===== src/rtl/lpg_pkg.sv =====
package lpg_pkg;

    localparam int LEN_W     = 14;
    localparam int BEAT_W    = LEN_W - 2;
    localparam int DATA_W    = 64;
    localparam int KEEP_W    = DATA_W / 8;
    localparam int LANE_W    = 16;
    localparam int LANES     = DATA_W / LANE_W;
    localparam int RXLEN_W   = 16;
    localparam int FEC_TOT_W = 36;
    localparam int FEC_ERR_W = 32;
    localparam int MIN_FRAME = 60;

    typedef struct packed {
        logic              vld;
        logic [DATA_W-1:0] data;
        logic [KEEP_W-1:0] keep;
        logic [DATA_W-1:0] exp;
    } chk_stage_t;

    // number of 8-byte beats for a byte length (rounded up)
    function automatic logic [BEAT_W-1:0] beat_count(input logic [LEN_W-1:0] len);
        logic [LEN_W:0] t;
        t = {1'b0, len} + (LEN_W+1)'(7);
        return t[LEN_W:3];
    endfunction

    // byte enables of a final beat holding k valid bytes (k==0 means full)
    function automatic logic [KEEP_W-1:0] last_keep(input logic [2:0] k);
        logic [KEEP_W-1:0] m;
        m = '0;
        for (int j = 0; j < KEEP_W; j++)
            if (k == 3'd0 || j < int'(k)) m[j] = 1'b1;
        return m;
    endfunction

    function automatic logic [3:0] ones8(input logic [KEEP_W-1:0] v);
        logic [3:0] n;
        n = '0;
        for (int j = 0; j < KEEP_W; j++) n = n + {3'b000, v[j]};
        return n;
    endfunction

    // four incrementing lanes starting at base, lane 0 lowest
    function automatic logic [DATA_W-1:0] lane_word(input logic [LANE_W-1:0] base);
        logic [DATA_W-1:0] w;
        for (int i = 0; i < LANES; i++) w[i*LANE_W +: LANE_W] = base + LANE_W'(i);
        return w;
    endfunction

    // keep bytes below the remaining payload count, zero the rest
    function automatic logic [DATA_W-1:0] pad_mask(input logic [LEN_W-1:0] rem);
        logic [DATA_W-1:0] w;
        for (int j = 0; j < KEEP_W; j++) w[j*8 +: 8] = (LEN_W'(j) < rem) ? 8'hFF : 8'h00;
        return w;
    endfunction

    function automatic logic [DATA_W-1:0] byte_mask(input logic [KEEP_W-1:0] keep);
        logic [DATA_W-1:0] w;
        for (int j = 0; j < KEEP_W; j++) w[j*8 +: 8] = {8{keep[j]}};
        return w;
    endfunction

endpackage


===== src/rtl/lpg_tx.sv =====
module lpg_tx
    import lpg_pkg::*;
(
    input  logic              clk,
    input  logic              rst,
    input  logic              launch,
    input  logic [LEN_W-1:0]  len,
    output logic              tvalid,
    input  logic              tready,
    output logic [DATA_W-1:0] tdata,
    output logic [KEEP_W-1:0] tkeep,
    output logic              tlast
);

    logic              active_q;
    logic              last_q;
    logic [BEAT_W-1:0] rem_q;
    logic [LANE_W-1:0] base_q;
    logic [2:0]        tail_q;
    logic [BEAT_W-1:0] nbeats;

    assign nbeats = beat_count(len);

    always_ff @(posedge clk) begin
        if (rst) begin
            active_q <= 1'b0;
            last_q   <= 1'b0;
            rem_q    <= '0;
            base_q   <= '0;
            tail_q   <= '0;
        end else if (launch) begin
            active_q <= 1'b1;
            rem_q    <= nbeats;
            base_q   <= '0;
            tail_q   <= len[2:0];
            last_q   <= (nbeats == BEAT_W'(1));
        end else if (active_q && tready) begin
            base_q <= base_q + LANE_W'(LANES);
            if (last_q) begin
                active_q <= 1'b0;
                last_q   <= 1'b0;
            end else begin
                rem_q  <= rem_q - BEAT_W'(1);
                last_q <= (rem_q == BEAT_W'(2));
            end
        end
    end

    assign tvalid = active_q;
    assign tlast  = last_q;
    assign tdata  = lane_word(base_q);
    assign tkeep  = last_q ? last_keep(tail_q) : '1;

    // a stalled beat is held unchanged
    a_r4_stall_hold: assert property (@(posedge clk) disable iff (rst)
        (tvalid && !tready) |=> (tvalid && $stable(tdata) && $stable(tkeep) && $stable(tlast)));

    // valid does not drop inside a packet
    a_r2_valid_run: assert property (@(posedge clk) disable iff (rst)
        (tvalid && !(tready && tlast)) |=> tvalid);

endmodule


===== src/rtl/lpg_rx.sv =====
module lpg_rx
    import lpg_pkg::*;
(
    input  logic               clk,
    input  logic               rst,
    input  logic               clear,
    input  logic               enable,
    input  logic [LEN_W-1:0]   len,
    input  logic               rx_tvalid,
    input  logic [DATA_W-1:0]  rx_tdata,
    input  logic [KEEP_W-1:0]  rx_tkeep,
    input  logic               rx_tlast,
    input  logic               rx_tuser,
    output logic [RXLEN_W-1:0] rx_len,
    output logic               fail,
    output logic               err,
    output logic               done
);

    logic [RXLEN_W-1:0] len_q;
    logic [LEN_W-1:0]   rem_q;
    logic               fail_q;
    logic               err_q;
    logic               done_q;
    chk_stage_t         stg_q;
    logic               beat;
    logic [RXLEN_W-1:0] step;
    logic [LANE_W-1:0]  base;
    logic [DATA_W-1:0]  exp_word;
    logic               mismatch;

    assign beat     = enable && rx_tvalid && !done_q;
    assign step     = rx_tlast ? RXLEN_W'(ones8(rx_tkeep)) : RXLEN_W'(8);
    assign base     = LANE_W'({len_q[RXLEN_W-1:3], 2'b00});
    assign exp_word = lane_word(base) & pad_mask(rem_q);
    assign mismatch = stg_q.vld && (((stg_q.data ^ stg_q.exp) & byte_mask(stg_q.keep)) != '0);

    always_ff @(posedge clk) begin
        if (rst) begin
            len_q  <= '0;
            rem_q  <= '0;
            err_q  <= 1'b0;
            done_q <= 1'b0;
            stg_q  <= '0;
        end else if (clear) begin
            len_q  <= '0;
            rem_q  <= len;
            err_q  <= 1'b0;
            done_q <= 1'b0;
            stg_q  <= '0;
        end else begin
            done_q    <= beat && rx_tlast;
            stg_q.vld <= beat;
            if (beat) begin
                len_q      <= len_q + step;
                rem_q      <= (rem_q > LEN_W'(8)) ? rem_q - LEN_W'(8) : '0;
                stg_q.data <= rx_tdata;
                stg_q.keep <= rx_tkeep;
                stg_q.exp  <= exp_word;
                if (rx_tlast) err_q <= rx_tuser;
            end
        end
    end

    always_ff @(posedge clk) begin
        if (rst || clear) fail_q <= 1'b0;
        else if (mismatch) fail_q <= 1'b1;
    end

    assign rx_len = len_q;
    assign fail   = fail_q;
    assign err    = err_q;
    assign done   = done_q;

    // byte count moves only on a taken beat or a clear
    a_r6_len_hold: assert property (@(posedge clk) disable iff (rst)
        (!beat && !clear) |=> $stable(rx_len));

    // mismatch flag is sticky until cleared
    a_r7_fail_sticky: assert property (@(posedge clk) disable iff (rst)
        (fail && !clear) |=> fail);

    // error flag changes only on a final beat or a clear
    a_r8_err_hold: assert property (@(posedge clk) disable iff (rst)
        (!(beat && rx_tlast) && !clear) |=> $stable(err));

endmodule


===== src/rtl/lpg_fec_ctr.sv =====
module lpg_fec_ctr #(
    parameter int W = 32
) (
    input  logic         clk,
    input  logic         rst,
    input  logic         clr,
    input  logic         inc,
    output logic [W-1:0] cnt
);

    logic [W-1:0] cnt_q;

    always_ff @(posedge clk) begin
        if (rst || clr) cnt_q <= '0;
        else if (inc)   cnt_q <= cnt_q + W'(1);
    end

    assign cnt = cnt_q;

    // clear wins over a same-cycle increment
    a_r11_clear_wins: assert property (@(posedge clk) disable iff (rst)
        clr |=> (cnt == '0));

    // a counter moves by at most one per cycle
    a_r10_single_step: assert property (@(posedge clk) disable iff (rst)
        !clr |=> (cnt == $past(cnt) || cnt == $past(cnt) + W'(1)));

endmodule


===== src/rtl/lpg_top.sv =====
module lpg_top
    import lpg_pkg::*;
(
    input  logic                 clk,
    input  logic                 rst,
    input  logic                 start,
    input  logic [LEN_W-1:0]     len_bytes,
    output logic                 busy,
    output logic                 tx_tvalid,
    input  logic                 tx_tready,
    output logic [DATA_W-1:0]    tx_tdata,
    output logic [KEEP_W-1:0]    tx_tkeep,
    output logic                 tx_tlast,
    input  logic                 rx_tvalid,
    input  logic [DATA_W-1:0]    rx_tdata,
    input  logic [KEEP_W-1:0]    rx_tkeep,
    input  logic                 rx_tlast,
    input  logic                 rx_tuser,
    output logic [RXLEN_W-1:0]   rx_len,
    output logic                 verify_fail,
    output logic                 mac_error,
    input  logic [2:0]           fec_status,
    input  logic                 fec_clear,
    output logic [FEC_TOT_W-1:0] fec_total,
    output logic [FEC_ERR_W-1:0] fec_corr,
    output logic [FEC_ERR_W-1:0] fec_uncorr
);

    logic busy_q;
    logic launch;
    logic rx_done;

    assign launch = start && !busy_q;

    always_ff @(posedge clk) begin
        if (rst)          busy_q <= 1'b0;
        else if (launch)  busy_q <= 1'b1;
        else if (rx_done) busy_q <= 1'b0;
    end

    assign busy = busy_q;

    lpg_tx u_tx (
        .clk    (clk),
        .rst    (rst),
        .launch (launch),
        .len    (len_bytes),
        .tvalid (tx_tvalid),
        .tready (tx_tready),
        .tdata  (tx_tdata),
        .tkeep  (tx_tkeep),
        .tlast  (tx_tlast)
    );

    lpg_rx u_rx (
        .clk       (clk),
        .rst       (rst),
        .clear     (launch),
        .enable    (busy_q),
        .len       (len_bytes),
        .rx_tvalid (rx_tvalid),
        .rx_tdata  (rx_tdata),
        .rx_tkeep  (rx_tkeep),
        .rx_tlast  (rx_tlast),
        .rx_tuser  (rx_tuser),
        .rx_len    (rx_len),
        .fail      (verify_fail),
        .err       (mac_error),
        .done      (rx_done)
    );

    lpg_fec_ctr #(.W(FEC_TOT_W)) u_fec_total (
        .clk (clk), .rst (rst), .clr (fec_clear),
        .inc (fec_status[0]), .cnt (fec_total)
    );

    lpg_fec_ctr #(.W(FEC_ERR_W)) u_fec_corr (
        .clk (clk), .rst (rst), .clr (fec_clear),
        .inc (fec_status[0] && fec_status[1]), .cnt (fec_corr)
    );

    lpg_fec_ctr #(.W(FEC_ERR_W)) u_fec_uncorr (
        .clk (clk), .rst (rst), .clr (fec_clear),
        .inc (fec_status[0] && fec_status[2]), .cnt (fec_uncorr)
    );

    // a start while busy does not end or restart the test
    a_r1_busy_holds: assert property (@(posedge clk) disable iff (rst)
        (busy && !rx_done) |=> busy);

    // busy falls right after the receive side reports completion
    a_r9_busy_drop: assert property (@(posedge clk) disable iff (rst)
        rx_done |=> !busy);

endmodule


===== config.mk =====
export PLATFORM = sky130hd
export DESIGN_NAME = lpg_top
export DESIGN_NICKNAME = d
export VERILOG_FILES = /design/src/rtl/lpg_pkg.sv /design/src/rtl/lpg_tx.sv /design/src/rtl/lpg_rx.sv /design/src/rtl/lpg_fec_ctr.sv /design/src/rtl/lpg_top.sv
export SDC_FILE = /design/constraint.sdc
export NUM_CORES = 1
export LEC_CHECK = 0
export ABC_AREA = 0
export ABC_CLOCK_PERIOD_IN_PS = 13310
export CORE_MARGIN = 4
export CORE_UTILIZATION = 45
export DETAILED_ROUTE_END_ITERATION = 16
export PLACE_DENSITY = 0.8
export SKIP_LAST_GASP = 1
export SLEW_MARGIN = 20
export SYNTH_ARGS = -nofsm -noshare
export SYNTH_HDL_FRONTEND = slang
export SYNTH_SLANG_ARGS = --single-unit

===== constraint.sdc =====
create_clock -name clk -period 13.31 [get_ports clk]
set_input_delay 3.993 -clock clk [delete_from_list [all_inputs] [get_ports clk]]
set_output_delay 3.993 -clock clk [all_outputs]
set_load 0.01 [all_outputs]

; ---- Word-level counts from Yosys, hierarchy flattened
; Index checks and enable logic that the tools add are counted.
[word_totals]
ff_bits = 304
in_bits = 97
output_inout_bits = 193
[classes]
n_addsub = 21
order_cmp = 16
eq_ne = 3
muxes = 32
bitwise = 3
reduce_logical = 29
[ops]
columns = operator, count
row1 = AND 64 bit, 2
row2 = two-way mux 8 bit, 9
row3 = adder 32 x 1 -> 32 bit (second input constant), 2
row4 = nonzero test 64 bit, 1
row5 = bitwise XOR 64 bit, 1
row6 = < comparator 3 x 14 -> 1 bit (first input constant), 4
row7 = two-way mux 14 bit, 3
row8 = adder 36 x 1 -> 36 bit (second input constant), 1
row9 = two-way mux 12 bit, 3
row10 = adder 15 x 2 -> 16 bit (second input constant), 2
row11 = adder 16 x 2 -> 16 bit (second input constant), 2
row12 = < comparator 1 x 14 -> 1 bit (first input constant), 2
row13 = < comparator 2 x 14 -> 1 bit (first input constant), 2
row14 = adder 4 x 1 -> 4 bit, 6
row15 = adder 15 x 1 -> 16 bit (second input constant), 1
row16 = adder 16 x 1 -> 16 bit (second input constant), 1
row17 = adder 16 bit, 1
row18 = adder 16 x 3 -> 16 bit (second input constant), 1
row19 = two-way mux 1 bit, 16
row20 = adder 14 x 3 -> 15 bit (second input constant), 1
row21 = greater-than comparator 14 x 4 -> 1 bit (second input constant), 1
row22 = subtractor 14 x 4 -> 14 bit (second input constant), 1
row23 = == test 12 x 1 -> 1 bit (second input constant), 1
row24 = == test 12 x 2 -> 1 bit (second input constant), 1
row25 = other kinds (14), 39

; ---- Depth between registers and ports, before layout
; Gate-level depths: netlist of run 1.
[depth]
word_depth = 9
ltp_mapped = 16
mapped_depth_nobuf = 16

; ---- Hierarchy
; From an unflattened synthesis of run 1, not the netlist that was laid out.
[hier_totals]
cells_unflattened = 1680
hier_area_um2 = 14024.7
[by_module_without_submodules]
columns = module, instances, cells_each, area_each_um2, seq_area_each_um2
row1 = lpg_rx, 1, 844, 6904.1, 3223.1
row2 = lpg_fec_ctr (u_fec_corr ...), 2, 178, 1566.5, 640.6
row3 = lpg_tx, 1, 275, 2218.4, 620.6
row4 = lpg_fec_ctr (u_fec_total), 1, 199, 1716.6, 720.7
row5 = lpg_top, 1, 6, 52.6, 20.0

; ---- Worst setup path before layout of run 1
; Ideal clock, no wire load.
[synth_path]
path_kind = input port to flip-flop
start = in rx_tkeep[0]
end = reg u_rx.len_q[14], in the netlist u_rx.rx_len[14]
setup_ns = 0.128
arrival_time_ns = 7.484
required_ns = 13.182
path_slack_ns = 5.698
cell_stages = 14
path_buffers = 0
cell_sequence = ha_1 inv_1 fa_1 fa_1 fa_1 fa_1 nand2b_1 fa_1 nor2b_1 o21ai_0 and2_1 nor4_1 xnor2_1 nor2_1
[synth_via]
elab_chain_len = 9
[synth_rtl]
columns = item, line_no
row1 = "start, declared", lpg_top.sv:16  ; input logic [KEEP_W-1:0] rx_tkeep,
row2 = adder 1 x 1 -> 2 bit, lpg_pkg.sv:40  ; for (int j = 0; j < KEEP_W; j++) n = n + {3'b000, v[j]};
row3 = adder 4 x 1 -> 4 bit (6 in series), lpg_pkg.sv:40
row4 = two-way mux 4 bit, lpg_rx.sv:33  ; assign step = rx_tlast ? RXLEN_W'(ones8(rx_tkeep)) : RXLEN_W'(8);
row5 = adder 16 bit, lpg_rx.sv:55  ; len_q <= len_q + step;
row6 = "end signal, assigned", lpg_rx.sv:55
row7 = "end, declared", lpg_rx.sv:20  ; logic [RXLEN_W-1:0] len_q;
; No other way between the ends.
; A chain may end at the register's enable or synchronous reset.

; ---- Worst setup path in the final report of run 1
[layout_path]
start = in rx_tkeep[0]
end = reg u_rx.len_q[15], in the netlist u_rx.rx_len[15]
; Same word-level chain as after synthesis.

==> summary.md, run 1 <==
| Metric | Value |
|---|---|
| Post-synth EDFFs | `0` |
| DP HPWL | `24.7 mm` |
| Synth unique cells | `52` |
| Post-Synth Adder-Cell Area | `2.18%` |
| Final setup TNS | `0 ps` |
| Mapped Cells | `1,574` |
| Critical Path Start Type | `primary input` |
| Worst EP arrival | `8320 ps` |
| Req. time, crit path | `13,680 ps` |
| Nets | `1,898` |
| Crit-path leading delay family | `adder cells` |
| HP Class | `flip-flop to flip-flop` |
| Final WL | `35.0 mm` |
| Syn Area/Cell | `8.39 sq um` |
| Routed WL per cell | `16.0 um` |
| Chip width | `179 um` |
| Max Cap Violations | `0` |
| Number of synthesis warnings | `0` |
| Max Used Layer | `met5` |
| Number of global-route vias before repair | `11,089` |
| Synth Register Bits | `293` |
| Initial antenna violation count | `3` |
| Power density over cell area | `117 nW/um^2` |
| CTS Sinks | `293` |
| Gr usage total | `20.9%` |
| Rows | `62` |
| Vias per cell | `5.29` |
| Port buffer count | `280` |
| Outcome | `finished clean` |
| Post-Synth Simple-Gate Area | `24.2%` |
| DRC | `0` |
| Worst skew pair latency | `510 ps` |
| VDD IR-drop max | `94.0 uV` |
| Cell area after synthesis | `13,200 sq um` |
| RSZ-0062 raised after global routing | `no` |
| Die area | `32,200 sq um` |
| Crit path max fanout | `8` |
| Main synth FF type | `dfxtp_1` |
| CORE AREA | `28,900 sq um` |
| Async SR Flop Fraction | `0%` |
| CP Capture Type | `flip-flop` |
| Hold_ws | `448 ps` |
| IO Pins | `290` |
| Drt initial violations | `776` |
| Cell Chain, Critical Path | `clkdlybuf4s50_1, ha_1, inv_1, fa_1, fa_1, fa_1, fa_1, nand2b_1, inv_1, ha_1, a21o_1, a21o_1, a21oi_1, nor4_1, xnor2_1, nor2_1` |
| Root Buffer | `clkbuf_16` |
| Global-route wire length before repair | `55.6 mm` |
| Final Hold Fails | `0` |
| Setup Buffers After CTS | `0` |
| CTS clk-pin slew, worst paths | `60 ps` |
| Slew @ Worst Pin | `1020 ps` |
| Commonest cells in the netlist | `293 x dfxtp_1, 238 x nand2_1, 195 x nor2_1, 117 x a21oi_1, 99 x xor2_1` |
| Final Skew | `19.5 ps` |
| Largest net degree at the start of global routing | `115` |
| Worst-case clock buffer depth | `3` |
| Largest family of logic cells by synthesized area | `simple AND/OR/NAND/NOR gates` |
| RePlAce Congestion | `0.857` |
| Most common cell in the synthesized netlist | `dfxtp_1` |
| Grt total ovfl | `0` |
| Layout cells sized above 1 | `3.77%` |
| 1st-pass router iterations | `7` |
| Post-layout min period | `7950 ps` |
| Routed via count | `11,585` |
| Hold_buf cts | `0` |
| Normalized max-slew margin | `32.1%` |
| XOR/XNOR Fraction of Synth Area | `12.4%` |
| Synth top area cells | `dfxtp_1 44%, nand2_1 6.8%, xor2_1 6.6%` |
| Initial Util | `45.8%` |
| CP max stage cell | `fa_1` |
| Die height | `179 um` |
| Post-route ant nets | `0` |
| Diode count | `0` |
| Fmax | `0.126 GHz` |
| Final Setup Violations | `0` |
| Syn-to-layout area delta | `28.9%` |
| Leading area contributor after synthesis | `dfxtp_1` |
| Final Cycle Share | `59.7%` |
| Sequential area share after synthesis | `44.4%` |
| DR WL met2 | `16.3 mm` |
| H-tree depth | `2` |
| CTS tree | `done` |
| Critical path type | `primary input to flip-flop` |
| CTS buffer count | `34` |
| Met3 wire len | `3.20 mm` |
| Max-slew violation count | `0` |
| Routed length on met1 | `14.7 mm` |
| Fill count | `2,506` |
| Multiplexer share of the synthesized area | `0.152%` |
| CP dominant cell by count | `fa_1` |
| Synth top area share | `44.4%` |
| Slowest stage delay, CP | `500 ps` |
| CP bufs+invs | `3` |
| Compound-Gate Fraction of Synth Area | `10.7%` |
| Leakage | `5.92 nW` |
| # resized after CTS | `0` |
-- cells in the final DEF, fill, tap and decap left out, types with 15 or more instances in the layout --
cell             netlist  routed
dfxtp_1              293     293
clkdlybuf4s50_1        0     280
nand2_1              238     238
nor2_1               195     195
a21oi_1              117     117
xor2_1                99      99
xnor2_1               88      88
nand3_1               56      56
nand4_1               43      43
a22oi_1               43      43
o21ai_0               35      35
clkbuf_16              0      35
inv_1                 30      30
nor3_1                24      24
or3_1                 23      23
and3_1                19      19
ha_1                  15      15
-- area by class of cell --
class	instances	area (sq um)	share of cell area, %
Clock buffer	51	966	5.67
Clock inverter	10	128	0.750
Tap cell	384	480	2.82
Sequential cell	293	5870	34.5
Timing Repair Buffer	288	2870	16.8
Multi-Input combinational cell	1134	6610	38.8
Inverter	30	113	0.661
-- kinds of logic (layout without fill, tap and decap cells) --
group / count (synthesis) / count (layout)
xor gates and xnor gates: 187 / 187
AOI/OAI and AO/OA: 237 / 237
other: 2 / 9
muxes: 2 / 2
and+or+nand+nor: 679 / 679
buffers and inverters: 154 / 379
DFF: 293 / 293
adders and majority gates: 20 / 20
-- sequential cells by signal, summed over array words and instances, names as in the netlist, 3 cells and up --
signal,flops
u_rx.stg_q,128
u_tx.tail_q,3
u_rx.rem_q,14
u_fec_uncorr.cnt,32
u_rx.rx_len,16
u_fec_corr.cnt,32
u_fec_total.cnt,36
u_tx.rem_q,12
u_tx.base_q,14
-- final timing paths --
path                             startpoint              end  slack, ps  cells past startpoint
worst max-delay path            rx_tkeep[0]  u_rx.rx_len[15]       5360                     16
worst min-delay path              u_rx.fail        u_rx.fail        450                      2
worst max register to register         busy   u_rx.stg_q[51]      10570                      6
worst min register to register    u_rx.fail        u_rx.fail        450                      2
-- routing by layer --
metal  GRT usage (%)  vias to the layer above
met4            5.59                        6
met1            26.2                     5460
met2            34.8                      367
li1                -                     5690
met5               0                        -
met3            7.09                       62
-- tightest hold or removal path, stage by stage (launching register included) --
cell and delay (ps):
dfxtp_1 300, inv_1 50, a21oi_1 50
-- power by group --
| part | switching (W) | leakage [nW] | internal, W |
|---|---|---|---|
| combinational | 0.0000988 | 3.03 | 0.0000770 |
| sequential | 0.0000180 | 2.37 | 0.000893 |
| clock | 0.000359 | 0.526 | 0.000544 |
| total | 0.000476 | 5.92 | 0.00151 |
-- through the flow --
| step | power, W | worst slack [ps] | cell area, sq um | util [%] | cells |
|---|---|---|---|---|---|
| after floorplan | 0.00104 | 5700 | 13200 | - | 1581 |
| after detailed placement | 0.00111 | 4910 | 15900 | 55.2 | 2129 |
| after global placement | 0.00110 | 4970 | 15900 | 55.2 | 2129 |
| after global routing | 0.00207 | 5150 | 17000 | 59.0 | 2190 |
| after CTS | 0.00201 | 5370 | 17000 | 59.0 | 2190 |
| final | 0.00199 | 5360 | 17000 | 59.0 | 2190 |
Power figures use the tool's default switching activity.
==> run 2: changes to the inputs <==
- ABC_CLOCK_PERIOD_IN_PS: 13310 -> 7200
- PLACE_DENSITY: 0.8 -> 0.83
- clock period: 13.31 -> 7.2 ns (I/O delays scaled with it)
==> summary.md, run 2 (synthesized netlist as in run 1, its figures left out) <==
| Metric | Value |
|---|---|
| Diode count | `0 (unchanged)` |
| Critical Path Start Type | `primary input (unchanged)` |
| R2R Setup Slk | `4560 ps (was 10,570 ps)` |
| Layout cells sized above 1 | `4.00% (was 3.77%)` |
| CP bufs+invs | `3 (unchanged)` |
| CTS tree | `done (unchanged)` |
| Fmax | `0.167 GHz` |
| CP dominant cell by count | `fa_1 (unchanged)` |
| Final Setup Violations | `0 (unchanged)` |
| Initial Util | `45.8% (unchanged)` |
| CORE AREA | `28,900 sq um (unchanged)` |
| Final WL | `35.5 mm (was 35.0 mm)` |
| Crit path max fanout | `8 (unchanged)` |
| Routed WL per cell | `16.3 um (was 16.0 um)` |
| Largest net degree at the start of global routing | `99 (was 115)` |
| CP max stage cell | `fa_1 (unchanged)` |
| IO Pins | `290 (unchanged)` |
| CP Capture Type | `flip-flop (unchanged)` |
| H-tree depth | `1 (was 2)` |
| Grt total ovfl | `0 (unchanged)` |
| Vias per cell | `5.31 (was 5.29)` |
| Max-slew violation count | `0 (unchanged)` |
| Slew @ Worst Pin | `960 ps (was 1020 ps)` |
| Number of global-route vias before repair | `11,212 (was 11,089)` |
| Max Cap Violations | `0 (unchanged)` |
| Nets | `1,895 (was 1,898)` |
| Area occupied by multi-input gates | `6610 sq um (unchanged)` |
| Hold_sp | `u_rx.fail (unchanged)` |
| Leakage | `5.94 nW (was 5.92 nW)` |
| Die area | `32,200 sq um (unchanged)` |
| Rows | `62 (unchanged)` |
| Most common cell after layout, fill and taps aside | `dfxtp_1 (unchanged)` |
| CTS clk-pin slew, worst paths | `70 ps (was 60 ps)` |
| FF+latch area | `5870 sq um (unchanged)` |
| Final Skew | `19.4 ps (was 19.5 ps)` |
| Max reg flops | `128 (unchanged)` |
| Global-route wire length before repair | `56.4 mm (was 55.6 mm)` |
| Port buffer count | `280 (unchanged)` |
| RSZ-0062 raised after global routing | `no (unchanged)` |
| Normalized max-slew margin | `36.0% (was 32.1%)` |
| Outcome | `finished clean (unchanged)` |
| VDD IR-drop max | `180 uV (was 94.0 uV)` |
| Initial antenna violation count | `3 (unchanged)` |
| Final Cycle Share | `83.1%` |
| Final setup TNS | `0 ps (unchanged)` |
| Worst skew pair latency | `570 ps (was 510 ps)` |
| Chip width | `179 um (unchanged)` |
| # resized after CTS | `0 (unchanged)` |
| Hold_buf cts | `0 (unchanged)` |
| Most flops, register | `u_rx.stg_q (unchanged)` |
| Setup Buffers After CTS | `0 (unchanged)` |
| Die height | `179 um (unchanged)` |
| Post-layout min period | `5980 ps` |
| Post-route ant nets | `0 (unchanged)` |
| Worst EP arrival | `6410 ps (was 8320 ps)` |
| Total Power | `0.00366 W (was 0.00199 W)` |
| Final Hold Fails | `0 (unchanged)` |
| Routed via count | `11,597 (was 11,585)` |
| Setup crit start | `rx_tkeep[1] (was rx_tkeep[0])` |
| Drt initial violations | `964 (was 776)` |
| Crit-path leading delay family | `adder cells (unchanged)` |
| Fill count | `2,437 (was 2,506)` |
| DRC | `0 (unchanged)` |
| Gr usage total | `21.1% (was 20.9%)` |
| RePlAce Congestion | `0.872 (was 0.857)` |
| Syn-to-layout area delta | `28.8% (was 28.9%)` |
| 1st-pass router iterations | `6 (was 7)` |
| Root Buffer | `clkbuf_16 (unchanged)` |
| HP Class | `flip-flop to flip-flop (unchanged)` |
| Cell Chain, Critical Path | `clkdlybuf4s50_1, ha_1, inv_1, fa_1, fa_1, fa_1, fa_1, nand2b_1, inv_1, ha_1, a21o_1, a21o_1, a21oi_1, nor4_1, xnor2_1, nor2_1 (unchanged)` |
| DP HPWL | `25.1 mm (was 24.7 mm)` |
| Critical path type | `primary input to flip-flop (unchanged)` |
| Req. time, crit path | `7630 ps (was 13,680 ps)` |
| Worst-case clock buffer depth | `3 (unchanged)` |
| Most frequent cells in the layout | `293 x dfxtp_1, 280 x clkdlybuf4s50_1, 238 x nand2_1, 195 x nor2_1, 117 x a21oi_1 (unchanged)` |
| Worst r2r src | `busy (unchanged)` |
| Power density over cell area | `215 nW/um^2 (was 117 nW/um^2)` |
| Slowest stage delay, CP | `500 ps (about the same)` |
| CTS buffer count | `31 (was 34)` |
| CTS Sinks | `293 (unchanged)` |
run 2: cell types whose count changed in the layout (fill, tap and decap cells not counted):
cell / previous run / this run
clkinv_8: 2 / 0
buf_12: 0 / 1
clkbuf_1: 13 / 5
bufinv_16: 2 / 3
clkinv_2: 4 / 8
buf_6: 1 / 0
clkbuf_16: 35 / 31
clkbuf_8: 3 / 9
clkinvlp_4: 2 / 0
inv_16: 0 / 1
run 2: where the power goes:
group	internal, W	leakage [nW]	total (W)	switching [W]
sequential	0.00165	2.37	0.00168	0.0000330
combinational	0.000143	3.03	0.000327	0.000184
clock	0.000990	0.536	0.00164	0.000654
run 2: per-stage QoR:
step	utilization (%)	worst slack [ps]	cell area (sq um)	std cells	hold WS (ps)
detailed placement	55.2	642	15900	2129	439
floorplan	-	1420	13200	1581	431
global placement	55.2	750	15900	2129	433
global route	58.9	993	17000	2186	468
CTS	58.9	1230	17000	2186	447
finish	58.9	1220	17000	2186	447
run 2: tightest hold or removal path, cell delays in order, from the launching register on:
cell and delay [ps]:
dfxtp_1 310, inv_1 50, a21oi_1 50
run 2: layout make-up:
cell class	count	area share, %
multi-input combinational	1134	38.8
sequential	293	34.5
inverter	30	0.662
tap	384	2.82
clock buffer	45	5.40
clock inverter	12	0.883
timing repair buffer	288	16.9
run 2: metal layers:
layer / up-vias / global-route usage, % / share of wire [%]
li1: 5688 / - / -
met5: - / 0 / 0.14
met3: 74 / 8.04 / 11
met4: 6 / 5.30 / 2.4
met2: 415 / 35.9 / 47
met1: 5414 / 25.2 / 40
run 2: worst paths after layout:
check                         end  cells past startpoint
setup reg to reg  u_rx.rx_len[10]                      6
hold / removal          u_rx.fail                      2
setup / recovery  u_rx.rx_len[15]                     16
hold reg to reg         u_rx.fail                      2
